<file path="src/rtl/rxbw_pkg.sv">
package rxbw_pkg;

  typedef enum logic [2:0] {
    S_IDLE,
    S_DATA,
    S_LEN_LO,
    S_GAP,
    S_LEN_HI,
    S_WAIT
  } wr_state_t;

  localparam logic [1:0] SYM_START = 2'b11;

  // select one byte of a 16-bit little-endian length
  function automatic logic [7:0] fn_len_byte(input logic [15:0] len, input logic hi);
    return hi ? len[15:8] : len[7:0];
  endfunction

  function automatic logic fn_is_bcast(input logic seen6, input logic all_ones);
    return seen6 & all_ones;
  endfunction

  function automatic logic fn_is_mcast(input logic seen6, input logic all_ones, input logic grp);
    return seen6 & grp & ~all_ones;
  endfunction

endpackage

</file>
<file path="src/rtl/rxbw_sym_asm.sv">
module rxbw_sym_asm #(
  parameter int SYM_W  = 2,
  parameter int BYTE_W = 8
) (
  input  logic              clk,
  input  logic              rst_n,
  input  logic              active,
  input  logic              sym_valid,
  input  logic [SYM_W-1:0]  sym,
  output logic              byte_stb,
  output logic [BYTE_W-1:0] byte_val
);
  localparam int SPB  = BYTE_W / SYM_W;
  localparam int CW   = $clog2(SPB);
  localparam int SH_W = BYTE_W - SYM_W;

  logic [CW-1:0]   dcnt;
  logic [SH_W-1:0] shreg;

  always_ff @(posedge clk) begin
    if (!rst_n || !active) begin
      dcnt  <= '0;
      shreg <= '0;
    end else if (sym_valid) begin
      dcnt  <= dcnt + 1'b1;
      shreg <= {sym, shreg[SH_W-1:SYM_W]};
    end
  end

  assign byte_stb = active && sym_valid && (dcnt == CW'(SPB - 1));
  assign byte_val = {sym, shreg};

  assert_byte_rate_R2: assert property (@(posedge clk) disable iff (!rst_n)
    byte_stb |=> !byte_stb);

endmodule

</file>
<file path="src/rtl/rxbw_end_det.sv">
module rxbw_end_det #(
  parameter int END_LOW = 3
) (
  input  logic clk,
  input  logic rst_n,
  input  logic active,
  input  logic rx_valid,
  output logic end_stb
);
  localparam int LC_W = $clog2(END_LOW + 1);

  logic [LC_W-1:0] lowcnt;

  always_ff @(posedge clk) begin
    if (!rst_n || !active || rx_valid) lowcnt <= '0;
    else                               lowcnt <= lowcnt + 1'b1;
  end

  assign end_stb = active && !rx_valid && (lowcnt == LC_W'(END_LOW - 1));

  generate
    if (END_LOW >= 3) begin : g_chk3
      assert_end_after_low_R3: assert property (@(posedge clk) disable iff (!rst_n)
        end_stb |-> (!rx_valid && !$past(rx_valid) && !$past(rx_valid, 2)));
    end else begin : g_chk1
      assert_end_after_low_R3: assert property (@(posedge clk) disable iff (!rst_n)
        end_stb |-> !rx_valid);
    end
  endgenerate

endmodule

</file>
<file path="src/rtl/rxbw_dest_cls.sv">
module rxbw_dest_cls (
  input  logic       clk,
  input  logic       rst_n,
  input  logic       clear,
  input  logic       byte_stb,
  input  logic [7:0] byte_val,
  output logic       seen6,
  output logic       all_ones,
  output logic       grp
);
  localparam int DST_BYTES = 6;

  logic [2:0] idx;

  always_ff @(posedge clk) begin
    if (!rst_n || clear) begin
      idx      <= '0;
      all_ones <= 1'b1;
      grp      <= 1'b0;
    end else if (byte_stb && idx < 3'(DST_BYTES)) begin
      idx      <= idx + 1'b1;
      all_ones <= all_ones & (&byte_val);
      if (idx == 3'd0) grp <= byte_val[0];
    end
  end

  assign seen6 = (idx == 3'(DST_BYTES));

endmodule

</file>
<file path="src/rtl/rx_frame_writer.sv">
module rx_frame_writer
  import rxbw_pkg::*;
#(
  parameter int         ADDR_W     = 11,
  parameter int         END_LOW    = 3,
  parameter int         DONE_DELAY = 15,
  parameter logic [7:0] MARKER     = 8'hEA
) (
  input  logic              clk,
  input  logic              rst_n,
  input  logic              rx_valid,
  input  logic [1:0]        rx_sym,
  output logic              buf_we,
  output logic [ADDR_W-1:0] buf_addr,
  output logic [7:0]        buf_data,
  output logic              frame_done,
  output logic              dest_bcast,
  output logic              dest_mcast
);
  localparam int DEPTH    = 1 << ADDR_W;
  localparam int HDR      = 2;
  localparam int MAX_DATA = DEPTH - HDR - 1;
  localparam int DLY_W    = $clog2(DONE_DELAY + 1);

  wr_state_t         state;
  logic [ADDR_W-1:0] nbytes;
  logic [DLY_W-1:0]  dly;

  // named internal events
  logic       active;
  logic       byte_stb;
  logic [7:0] byte_val;
  logic       end_stb;
  logic       seen6, all_ones, grp;
  logic       room;

  assign active = (state == S_DATA);
  assign room   = (nbytes < ADDR_W'(MAX_DATA));

  rxbw_sym_asm #(.SYM_W(2), .BYTE_W(8)) u_asm (
    .clk(clk), .rst_n(rst_n), .active(active), .sym_valid(rx_valid),
    .sym(rx_sym), .byte_stb(byte_stb), .byte_val(byte_val)
  );

  rxbw_end_det #(.END_LOW(END_LOW)) u_end (
    .clk(clk), .rst_n(rst_n), .active(active), .rx_valid(rx_valid),
    .end_stb(end_stb)
  );

  rxbw_dest_cls u_cls (
    .clk(clk), .rst_n(rst_n), .clear(state == S_IDLE), .byte_stb(byte_stb),
    .byte_val(byte_val), .seen6(seen6), .all_ones(all_ones), .grp(grp)
  );

  always_ff @(posedge clk) begin
    if (!rst_n) begin
      state      <= S_IDLE;
      nbytes     <= '0;
      dly        <= '0;
      buf_we     <= 1'b0;
      buf_addr   <= '0;
      buf_data   <= '0;
      frame_done <= 1'b0;
      dest_bcast <= 1'b0;
      dest_mcast <= 1'b0;
    end else begin
      buf_we     <= 1'b0;
      frame_done <= 1'b0;
      unique case (state)
        S_IDLE: begin
          nbytes <= '0;
          if (rx_valid && rx_sym == SYM_START) state <= S_DATA;
        end
        S_DATA: begin
          if (end_stb) begin
            buf_we   <= 1'b1;
            buf_addr <= ADDR_W'(HDR) + nbytes;
            buf_data <= MARKER;
            state    <= S_LEN_LO;
          end else if (byte_stb && room) begin
            buf_we   <= 1'b1;
            buf_addr <= ADDR_W'(HDR) + nbytes;
            buf_data <= byte_val;
            nbytes   <= nbytes + 1'b1;
          end
        end
        S_LEN_LO: begin
          buf_we   <= 1'b1;
          buf_addr <= '0;
          buf_data <= fn_len_byte(16'(nbytes), 1'b0);
          state    <= S_GAP;
        end
        S_GAP: state <= S_LEN_HI;
        S_LEN_HI: begin
          buf_we   <= 1'b1;
          buf_addr <= ADDR_W'(1);
          buf_data <= fn_len_byte(16'(nbytes), 1'b1);
          dly      <= DLY_W'(1);
          state    <= S_WAIT;
        end
        S_WAIT: begin
          if (dly == DLY_W'(DONE_DELAY)) begin
            frame_done <= 1'b1;
            dest_bcast <= fn_is_bcast(seen6, all_ones);
            dest_mcast <= fn_is_mcast(seen6, all_ones, grp);
            state      <= S_IDLE;
          end else begin
            dly <= dly + 1'b1;
          end
        end
        default: state <= S_IDLE;
      endcase
    end
  end

  assert_marker_before_len_R4: assert property (@(posedge clk) disable iff (!rst_n)
    (buf_we && buf_addr == '0) |-> ($past(buf_we) && $past(buf_data) == MARKER));

  assert_gap_after_lo_R5: assert property (@(posedge clk) disable iff (!rst_n)
    (buf_we && buf_addr == '0) |=> !buf_we);

  assert_hi_after_gap_R5: assert property (@(posedge clk) disable iff (!rst_n)
    (buf_we && buf_addr == ADDR_W'(1)) |-> (!$past(buf_we) && $past(buf_we, 2) && $past(buf_addr, 2) == '0));

  assert_done_single_R6: assert property (@(posedge clk) disable iff (!rst_n)
    frame_done |=> !frame_done);

  assert_flags_excl_R7: assert property (@(posedge clk) disable iff (!rst_n)
    !(dest_bcast && dest_mcast));

  assert_no_write_idle_R1: assert property (@(posedge clk) disable iff (!rst_n)
    (state == S_IDLE && $past(state) == S_IDLE) |-> !buf_we);

endmodule

</file>
<file path="config.mk">
export PLATFORM = sky130hd
export DESIGN_NAME = rx_frame_writer
export DESIGN_NICKNAME = d
export VERILOG_FILES = /design/src/rtl/rxbw_pkg.sv /design/src/rtl/rxbw_sym_asm.sv /design/src/rtl/rxbw_end_det.sv /design/src/rtl/rxbw_dest_cls.sv /design/src/rtl/rx_frame_writer.sv
export SDC_FILE = /design/constraint.sdc
export NUM_CORES = 1
export LEC_CHECK = 0
export ABC_AREA = 1
export BUFFER_PORTS_ARGS = -buffer_cell sky130_fd_sc_hd__buf_4
export CAP_MARGIN = 15
export CORE_MARGIN = 3
export CORE_UTILIZATION = 49
export CTS_CLUSTER_DIAMETER = 40
export DETAILED_ROUTE_END_ITERATION = 10
export GPL_TIMING_DRIVEN = 1
export PLACE_DENSITY = 0.68
export SLEW_MARGIN = 30
export SYNTH_ARGS = -nofsm -noshare
export SYNTH_HDL_FRONTEND = slang
export SYNTH_HIERARCHICAL = 1
export SYNTH_SLANG_ARGS = --single-unit
</file>
<file path="constraint.sdc">
create_clock -name clk -period 2.5 [get_ports clk]
set_input_delay 0.125 -clock clk [delete_from_list [all_inputs] [get_ports clk]]
set_output_delay 0.125 -clock clk [all_outputs]
set_load 0.03 [all_outputs]
</file>
Word-level counts from Yosys, hierarchy flattened
Index checks and enable logic that the tools add are counted.
Operators by class
  add/sub/neg operators: 6
  multiplexer cells: 19
  equal/unequal tests: 17
  reduce and logical (&&, ||, !) cells: 27
  bitwise gates (word level): 5
  magnitude comparators: 2
Operators by type and width (count)
  11-bit 2-to-1 mux: 4
  11-bit one-hot mux with 3 select lines: 1
  8-bit one-hot mux with 3 select lines: 1
  11-bit one-hot mux with 2 select lines: 1
  3-bit one-hot mux with 6 select lines: 1
  8-bit 2-to-1 mux: 2
  2-bit inequality test (second input constant): 6
  11-bit by 1-bit adder with 11-bit output (second input constant): 1
  2-bit by 11-bit adder with 11-bit output (first input constant): 1
  11-bit less-than comparator (second input constant): 1
  2-bit AND reduction: 5
  3-bit == test (second input constant): 3
  3-bit 2-to-1 mux: 3
  4-bit one-hot mux with 2 select lines: 1
  8-bit AND reduction: 1
  1-bit logical AND: 7
  2-bit == test (second input constant): 3
  3-bit by 2-bit == test with 1-bit output (second input constant): 2
  3-bit logical NOT: 2
  3-bit AND reduction: 2
  2-bit by 1-bit adder with 2-bit output (second input constant): 2
  4-bit by 1-bit adder with 4-bit output (second input constant): 1
  1-bit AND: 4
  4-bit == test (second input constant): 1
  13 further kinds: 20
Word-level totals
  register bits after elaboration: 56

Longest topological paths before layout
Gate-level depths: netlist of the first run.
  word-level depth: 7
  gate-level depth with buffers: 12
  mapped depth without buffers: 11

By module
Netlist of the first run, hierarchy kept.
Modules (own cells, without submodules)
  rx_frame_writer: area each 2528.7 um^2, cells an instance 387, times used 1
  rxbw_sym_asm: area each 376.6 um^2, cells an instance 55, times used 1
  rxbw_dest_cls: area each 295.3 um^2, cells an instance 43, times used 1
  rxbw_end_det: area each 80.1 um^2, cells an instance 9, times used 1

Least setup slack after synthesis of the first run
No wires, ideal clock.
  path kind: reg2reg
  start point: reg state[0]
  end point: reg buf_addr[10]
  period minus slack after synthesis: 1910 ps
  path slack: 590 ps
  required time: 2387 ps
  arrival time: 1798 ps
  buffers on the path: 1
  library setup time: 113 ps
  stages on the path, launching flop included: 10
  cells stage by stage: dfxtp_1 > nand3_4 > inv_1 > and3_1 > nand2_1 > nand2_4 > nand2_4 > buf_6 > nor2_1 > nor2_1
Between the ends
  word-level cells in the longest chain between the ends: 6
Ends and longest elaborated chain
  start, declared: RTL line rx_frame_writer.sv:25  | wr_state_t state;
  start signal, assigned: RTL line rx_frame_writer.sv:57  | state <= S_IDLE;
  start signal, assigned: RTL line rx_frame_writer.sv:72  | if (rx_valid && rx_sym == SYM_START) state <= S_DATA;
  start signal, assigned: RTL line rx_frame_writer.sv:79  | state <= S_LEN_LO;
  3-bit by 1-bit == test with 1-bit output: RTL line rx_frame_writer.sv:37  | assign active = (state == S_DATA);
  named net active: RTL line rx_frame_writer.sv:30  | logic active;
  1-bit logical AND (2 in a row): RTL line rxbw_sym_asm.sv:30  | assign byte_stb = active && sym_valid && (dcnt == CW'(SPB - 1));
  named net byte_stb: RTL line rx_frame_writer.sv:31  | logic byte_stb;
  1-bit logical AND: RTL line rx_frame_writer.sv:80  | end else if (byte_stb && room) begin
  3-bit inequality test (no source line)
  2-bit AND reduction (no source line)
  end signal, assigned: RTL line rx_frame_writer.sv:77  | buf_addr <= ADDR_W'(HDR) + nbytes;
  end signal, assigned: RTL line rx_frame_writer.sv:82  | buf_addr <= ADDR_W'(HDR) + nbytes;
  end, declared: RTL line rx_frame_writer.sv:14  | output logic [ADDR_W-1:0] buf_addr,
The timed path passes the listed nets, and every way through them passes these cells.
A chain may end at the register's enable or synchronous reset.

Final worst setup path of the first run
  start point: reg state[0]
  end point: reg nbytes[2]
RTL lines
  3-bit by 1-bit == test with 1-bit output: RTL line rx_frame_writer.sv:37
  named net active: RTL line rx_frame_writer.sv:30
  1-bit logical AND (2 in a row): RTL line rxbw_end_det.sv:19  | assign end_stb = active && !rx_valid && (lowcnt == LC_W'(END_LOW - 1));
  named net end_stb: RTL line rx_frame_writer.sv:33  | logic end_stb;
  2-bit inequality test (no source line)
  3-bit AND reduction (no source line)
  end signal, assigned: RTL line rx_frame_writer.sv:84  | nbytes <= nbytes + 1'b1;
  end, declared: RTL line rx_frame_writer.sv:26  | logic [ADDR_W-1:0] nbytes;
The timed path passes the listed nets, and every way through them passes these cells.

==> run summary, run 1 <==
Hold Crit Depth -> 5
syn avg cell area -> 6.64 µm²
Final HPWL DP -> 5510 µm
CP Class -> flop to flop
vias in the first global route -> 2731
slowest CP cell -> dfxtp_1
Synth Cell Area -> 0.00328 mm²
worst skew pair latency -> 0.31 ns
DP Cell Count -> 586
Detail Route met2 WL -> 3410 µm
hold buffers post-CTS -> 0
via count -> 3059
crit path launch type -> flop
Port Buffers -> 27
ys flop type -> dfxtp_1
fin util -> 55.5%
fin crit share -> 88.2%
Root Driver -> clkbuf_8
asr flop ratio synth -> 0%
DRT iter0 DRCs -> 225
EDFF count, synth -> 0
reg2reg setup slack -> 0.30 ns
final wirelength -> 7250 µm
Slew Limit Fails -> 0
DIE AREA -> 0.00771 mm²
post-route cell area -> 0.00356 mm²
Synth area leader -> dfxtp_1
setup violators final -> 0
min cycle time layout -> 2.20 ns
CTS max path bufs -> 2
post-synthesis sequential area ratio -> 34.2%
top post-synthesis cells by count -> 128 x nand2_1, 93 x nor2_1, 56 x dfxtp_1
Final #Nets -> 530
IO Pins -> 28
Rows -> 29
WP buf/inv -> 2
Avg WL per Cell -> 12.2 µm
placed instance area -> 0.00347 mm²
GRT Total Usage -> 20.0%
Core ar. -> 0.00642 mm²
power density over the cells -> 498 mW/mm²
RR Startpoint -> state[0]
Layout fillers -> 659
# diodes -> 0
postcts setup bufs -> 0
CTS tree -> yes
CP cell instances -> nand3_4 > inv_1 > and3_1 > nor2_1 > nand3_2 > nand2_2 > inv_1 > nor2_1 > nor2_1
post-route insts no fill -> 594
maxcap violations -> 0
met3 WL post-DR -> 236 µm
R2R Path End -> nbytes[2]
htree depth -> 2
layout cells sized above 1 -> 14.7%
Worst Hold Class -> primary input to flop
Worst EP arrival -> 2.45 ns
Worst Hold Slack -> 0.132 ns
Post-route DRC -> 0
Ys Warns -> 6
area grow syn2layout -> 8.58%
Initial Utilization -> 51.1%
synthesized instance count -> 494
met1 WL -> 3540 µm
grt total ovfl -> 0
R2R cell count -> 9
slew margin rel. -> 75.8%
Via-to-Cell Ratio -> 5.15
Crit. End Element -> flop
initial antenna violation count -> 0
crit-path leading delay family -> simple AND/OR/NAND/NOR gates
P_leak -> 1.62 nW
CTS Sinks -> 56
Worst Tran Pin Value -> 0.363 ns
Yosys top cell area share -> 34.2%
number of nets with antenna violations after routing -> 0
status -> finished clean
maximum vdd drop -> 0.283 mV
final setup margin -> 0.296 ns
most frequent cell after synthesis -> nand2_1
syn nets -> 508
largest net degree at the start of global routing -> 36
cell mode on critical path -> nor2_1
die width -> 87.8 µm
Synth cell types -> 36
Place WS -> 0.350 ns
Peak Freq -> 454 MHz
unrepaired setup endpoints after global routing -> no
register area -> 0.00112 mm²
worst-path fanout max -> 13
first-pass GRT wire length -> 12500 µm
Die H -> 87.8 µm
Seq cells post-synth -> 56
Worst Clk Skew -> 0.0144 ns
Top Layer Used -> met4
TritonCTS Buffers -> 5
Crit path required time -> 2.74 ns
min-delay src -> rx_sym[1]
area occupied by multi-input gates -> 0.00182 mm²
drt first pass iters -> 5
Total Power Consumption -> 1.77 mW
Crit path largest cell delay -> 0.55 ns
gpl congestion -> 0.915
Fin. Hold Viols -> 0
post-cts repair resize count -> 0
Worst-path clk slew -> 0.11 ns
setup_tns -> 0 ns
Hold Path Sink -> u_asm/shreg[5]
Synth area leaders -> dfxtp_1 34%, nand2_1 15%, nor2_1 11%
## where the power goes
| part | internal, mW | switching, mW |
|---|---|---|
| clock network | 0.200 | 0.299 |
| registers | 0.931 | 0.0315 |
| logic | 0.109 | 0.204 |
| total | 1.24 | 0.534 |
## flip-flops by register name, indices dropped and copies added, names as in the netlist, 2 cells and up
register      flops
buf_addr         11
nbytes           11
buf_data          8
u_asm/shreg       6
dly               4
state             3
u_cls/idx         3
u_asm/dcnt        2
u_end/lowcnt      2
## final cells by class
type                            count  area share, %
Clock inverter                      2          0.457
Tap cell                           77           2.70
Inverter                           52           5.62
Clock buffer                        6           2.04
Sequential cell                    56           31.5
Timing Repair Buffer               31           6.53
Multi-Input combinational cell    370           51.2
## cells by family after synthesis
kind of cell / synth area share, %
compound gates: 6.56
fa+ha+maj: 3.43
buf+inv: 10.3
flops: 34.2
simple gates: 45.6
## worst min-delay path: stages
cell     delay (ns)
buf_4          0.10
inv_1          0.04
nand2_1        0.05
nand2_1        0.04
nor2_1         0.07
## worst max-delay path by stage
stage                         from  depth (start not counted)      endpoint
after floorplan           state[0]                          9  buf_addr[10]
after global placement    state[0]                          9     nbytes[2]
after detailed placement  state[0]                          9     nbytes[2]
after CTS                 state[0]                          9     nbytes[2]
after global routing      state[0]                          9     nbytes[2]
final                     state[0]                          9     nbytes[2]
## layout by cell type (no fill, tap or decap), types with 6 or more instances in the layout
master	synthesis	routed
nand2_2	8	8
dfxtp_1	56	56
nand2_4	6	6
nand3b_1	7	7
a21oi_1	28	28
inv_1	45	45
nor2_1	93	93
nand3_1	49	49
nor3_1	7	7
ha_1	9	9
nand2_1	128	128
buf_4	4	31
## metal layers
metal | up-vias | track usage (%)
met5 | - | 0
met4 | 0 | 4.88
met3 | 7 | 2.82
met2 | 57 | 33.2
met1 | 1402 | 27.5
li1 | 1593 | -
Note: power is estimated with default switching activity, not from simulation.
==> run 2: changes to the inputs <==
--- a/config.mk
+++ b/config.mk
@@ -8,12 +8,14 @@
 export ABC_AREA = 1
 export BUFFER_PORTS_ARGS = -buffer_cell sky130_fd_sc_hd__buf_4
 export CAP_MARGIN = 15
+export CELL_PAD_IN_SITES_DETAIL_PLACEMENT = 1
+export CELL_PAD_IN_SITES_GLOBAL_PLACEMENT = 2
 export CORE_MARGIN = 3
-export CORE_UTILIZATION = 49
+export CORE_UTILIZATION = 33
 export CTS_CLUSTER_DIAMETER = 40
 export DETAILED_ROUTE_END_ITERATION = 10
 export GPL_TIMING_DRIVEN = 1
-export PLACE_DENSITY = 0.68
+export PLACE_DENSITY_LB_ADDON = 0.1
 export SLEW_MARGIN = 30
 export SYNTH_ARGS = -nofsm -noshare
 export SYNTH_HDL_FRONTEND = slang
==> run summary, run 2 (same netlist as run 1, synthesis figures left out) <==
Worst EP arrival -> 2.46 ns (was 2.45 ns)
drt first pass iters -> 4 (was 5)
Core ar. -> 0.00946 mm² (was 0.00642 mm²)
htree depth -> 2 (unchanged)
CP Class -> flop to flop (unchanged)
min cycle time layout -> 2.24 ns (was 2.20 ns)
hold buffers post-CTS -> 0 (unchanged)
Peak Freq -> 447 MHz (was 454 MHz)
TritonCTS Buffers -> 5 (unchanged)
final wirelength -> 9090 µm (was 7250 µm)
# diodes -> 0 (unchanged)
area grow syn2layout -> 10.7% (was 8.58%)
biggest regs -> buf_addr: 11 flops, nbytes: 11 flops, buf_data: 8 flops (unchanged)
Combinational Power Share -> 17.8% (was 17.6%)
GRT Max-Usage Layer -> met2 (unchanged)
Port Buffers -> 27 (unchanged)
layout cells sized above 1 -> 15.1% (was 14.7%)
crit path launch type -> flop (unchanged)
Final #Nets -> 530 (unchanged)
Crit path required time -> 2.72 ns (was 2.74 ns)
largest net degree at the start of global routing -> 36 (unchanged)
met1 usage -> 22.8% (was 27.5%)
unrepaired setup endpoints after global routing -> no (unchanged)
DIE AREA -> 0.0112 mm² (was 0.00771 mm²)
Worst-path clk slew -> 0.11 ns (about the same)
CTS Sinks -> 56 (unchanged)
GR Layer Usage met3 -> 2.20% (was 2.82%)
initial antenna violation count -> 0 (unchanged)
Die H -> 106 µm (was 87.8 µm)
vias in the first global route -> 3140 (was 2731)
Post-route DRC -> 0 (unchanged)
Fin. Hold Viols -> 0 (unchanged)
Worst Tran Pin Value -> 0.400 ns (was 0.363 ns)
worst-path fanout max -> 27 (was 13)
maximum vdd drop -> 0.271 mV (was 0.283 mV)
internal power -> 1.24 mW (about the same)
Via-to-Cell Ratio -> 4.76 (was 5.15)
Total Power Consumption -> 1.81 mW (was 1.77 mW)
Rows -> 35 (was 29)
Final HPWL DP -> 7010 µm (was 5510 µm)
Worst Hold Class -> primary input to flop (unchanged)
most common cell after layout, fill and taps aside -> nand2_1 (unchanged)
sw frac -> 31.3% (was 30.1%)
GRT Total Usage -> 17.1% (was 20.0%)
die width -> 106 µm (was 87.8 µm)
fin crit share -> 89.6% (was 88.2%)
Slew Limit Fails -> 0 (unchanged)
CTS tree -> yes (unchanged)
worst skew pair latency -> 0.31 ns (about the same)
maxcap violations -> 0 (unchanged)
grt total ovfl -> 0 (unchanged)
Root Driver -> clkbuf_8 (unchanged)
IO Pins -> 28 (unchanged)
slew margin rel. -> 73.3% (was 75.8%)
met2 usage -> 30.1% (was 33.2%)
P_leak -> 1.62 nW (about the same)
Initial Utilization -> 34.7% (was 51.1%)
Worst Hold Slack -> 0.143 ns (was 0.132 ns)
Clock power frac -> 28.8% (was 28.1%)
Avg WL per Cell -> 14.1 µm (was 12.2 µm)
gpl congestion -> 0.840 (was 0.915)
most frequent cells in the layout -> 128 x nand2_1, 93 x nor2_1, 56 x dfxtp_1 (unchanged)
sequential power share -> 53.4% (was 54.2%)
first-pass GRT wire length -> 15700 µm (was 12500 µm)
CTS max path bufs -> 2 (unchanged)
setup violators final -> 0 (unchanged)
Place WS -> 0.230 ns (was 0.350 ns)
final setup margin -> 0.261 ns (was 0.296 ns)
Switching Power -> 0.566 mW (was 0.534 mW)
number of nets with antenna violations after routing -> 0 (unchanged)
setup_tns -> 0 ns (unchanged)
power density over the cells -> 497 mW/mm² (was 498 mW/mm²)
DRT iter0 DRCs -> 124 (was 225)
via count -> 3078 (was 3059)
Worst Clk Skew -> 0.0120 ns (was 0.0144 ns)
Crit. End Element -> flop (unchanged)
status -> finished clean (unchanged)
==> run 2: cell types whose count changed in the layout (fill, tap and decap cells not counted) <==
cell / delta
clkbuf_1: -1
and3_2: +1
clkinvlp_4: +1
and3_1: -1
==> run 2: per-stage QoR <==
step	util (%)	instances	area (µm²)
after floorplan	-	494	3280
after global placement	37.4	638	3540
after detailed placement	37.4	638	3540
after CTS	38.4	646	3630
after global routing	38.4	646	3630
final	38.4	646	3630
==> run 2: final timing paths <==
check                   from         endpoint  slack (ns)  depth (start not counted)
max reg2reg         state[0]     buf_addr[10]        0.26                          8
max                 state[0]     buf_addr[10]        0.26                          8
min reg2reg  u_end/lowcnt[0]  u_end/lowcnt[0]        0.44                          1
min                rx_sym[0]   u_asm/shreg[4]        0.14                          5
==> run 2: cell type report <==
| class | count | area [µm²] |
|---|---|---|
| Timing Repair Buffer | 31 | 233 |
| Clock buffer | 5 | 68.8 |
| Fill cell | 1263 | 5830 |
| Tap cell | 129 | 161 |
| Sequential cell | 56 | 1120 |
| Inverter | 52 | 200 |
| Multi-Input combinational cell | 370 | 1820 |
| Clock inverter | 3 | 23.8 |
==> run 2: what timing repair did <==
item,CTS,global route
gates resized for setup,0,1
setup endpoints to repair,0,4
buffers inserted,0,0
==> run 2: routing by layer <==
layer  vias up  part of all wire, %
met4         0                 0.48
met3         4                  2.3
li1       1593                    -
met1      1456                   49
met5         -                    0
met2        25                   48
==> run 2: worst max-delay path, stage by stage (launching register included) <==
cell and delay, ns:
dfxtp_1 0.55, nand3_4 0.18, inv_1 0.33, and3_1 0.34, nand2_1 0.13, nand2_4 0.26
nand2_4 0.16, nor2_1 0.14, nor2_1 0.05
==> run 2: power groups by stage <==
stage	combinational (mW)	clock [mW]	sequential, mW
CTS	0.327	0.550	0.965
global route	0.361	0.583	0.971
finish	0.322	0.520	0.964
global placement	0.322	0	0.985
detailed placement	0.326	0	0.985
floorplan	0.190	0	1.03
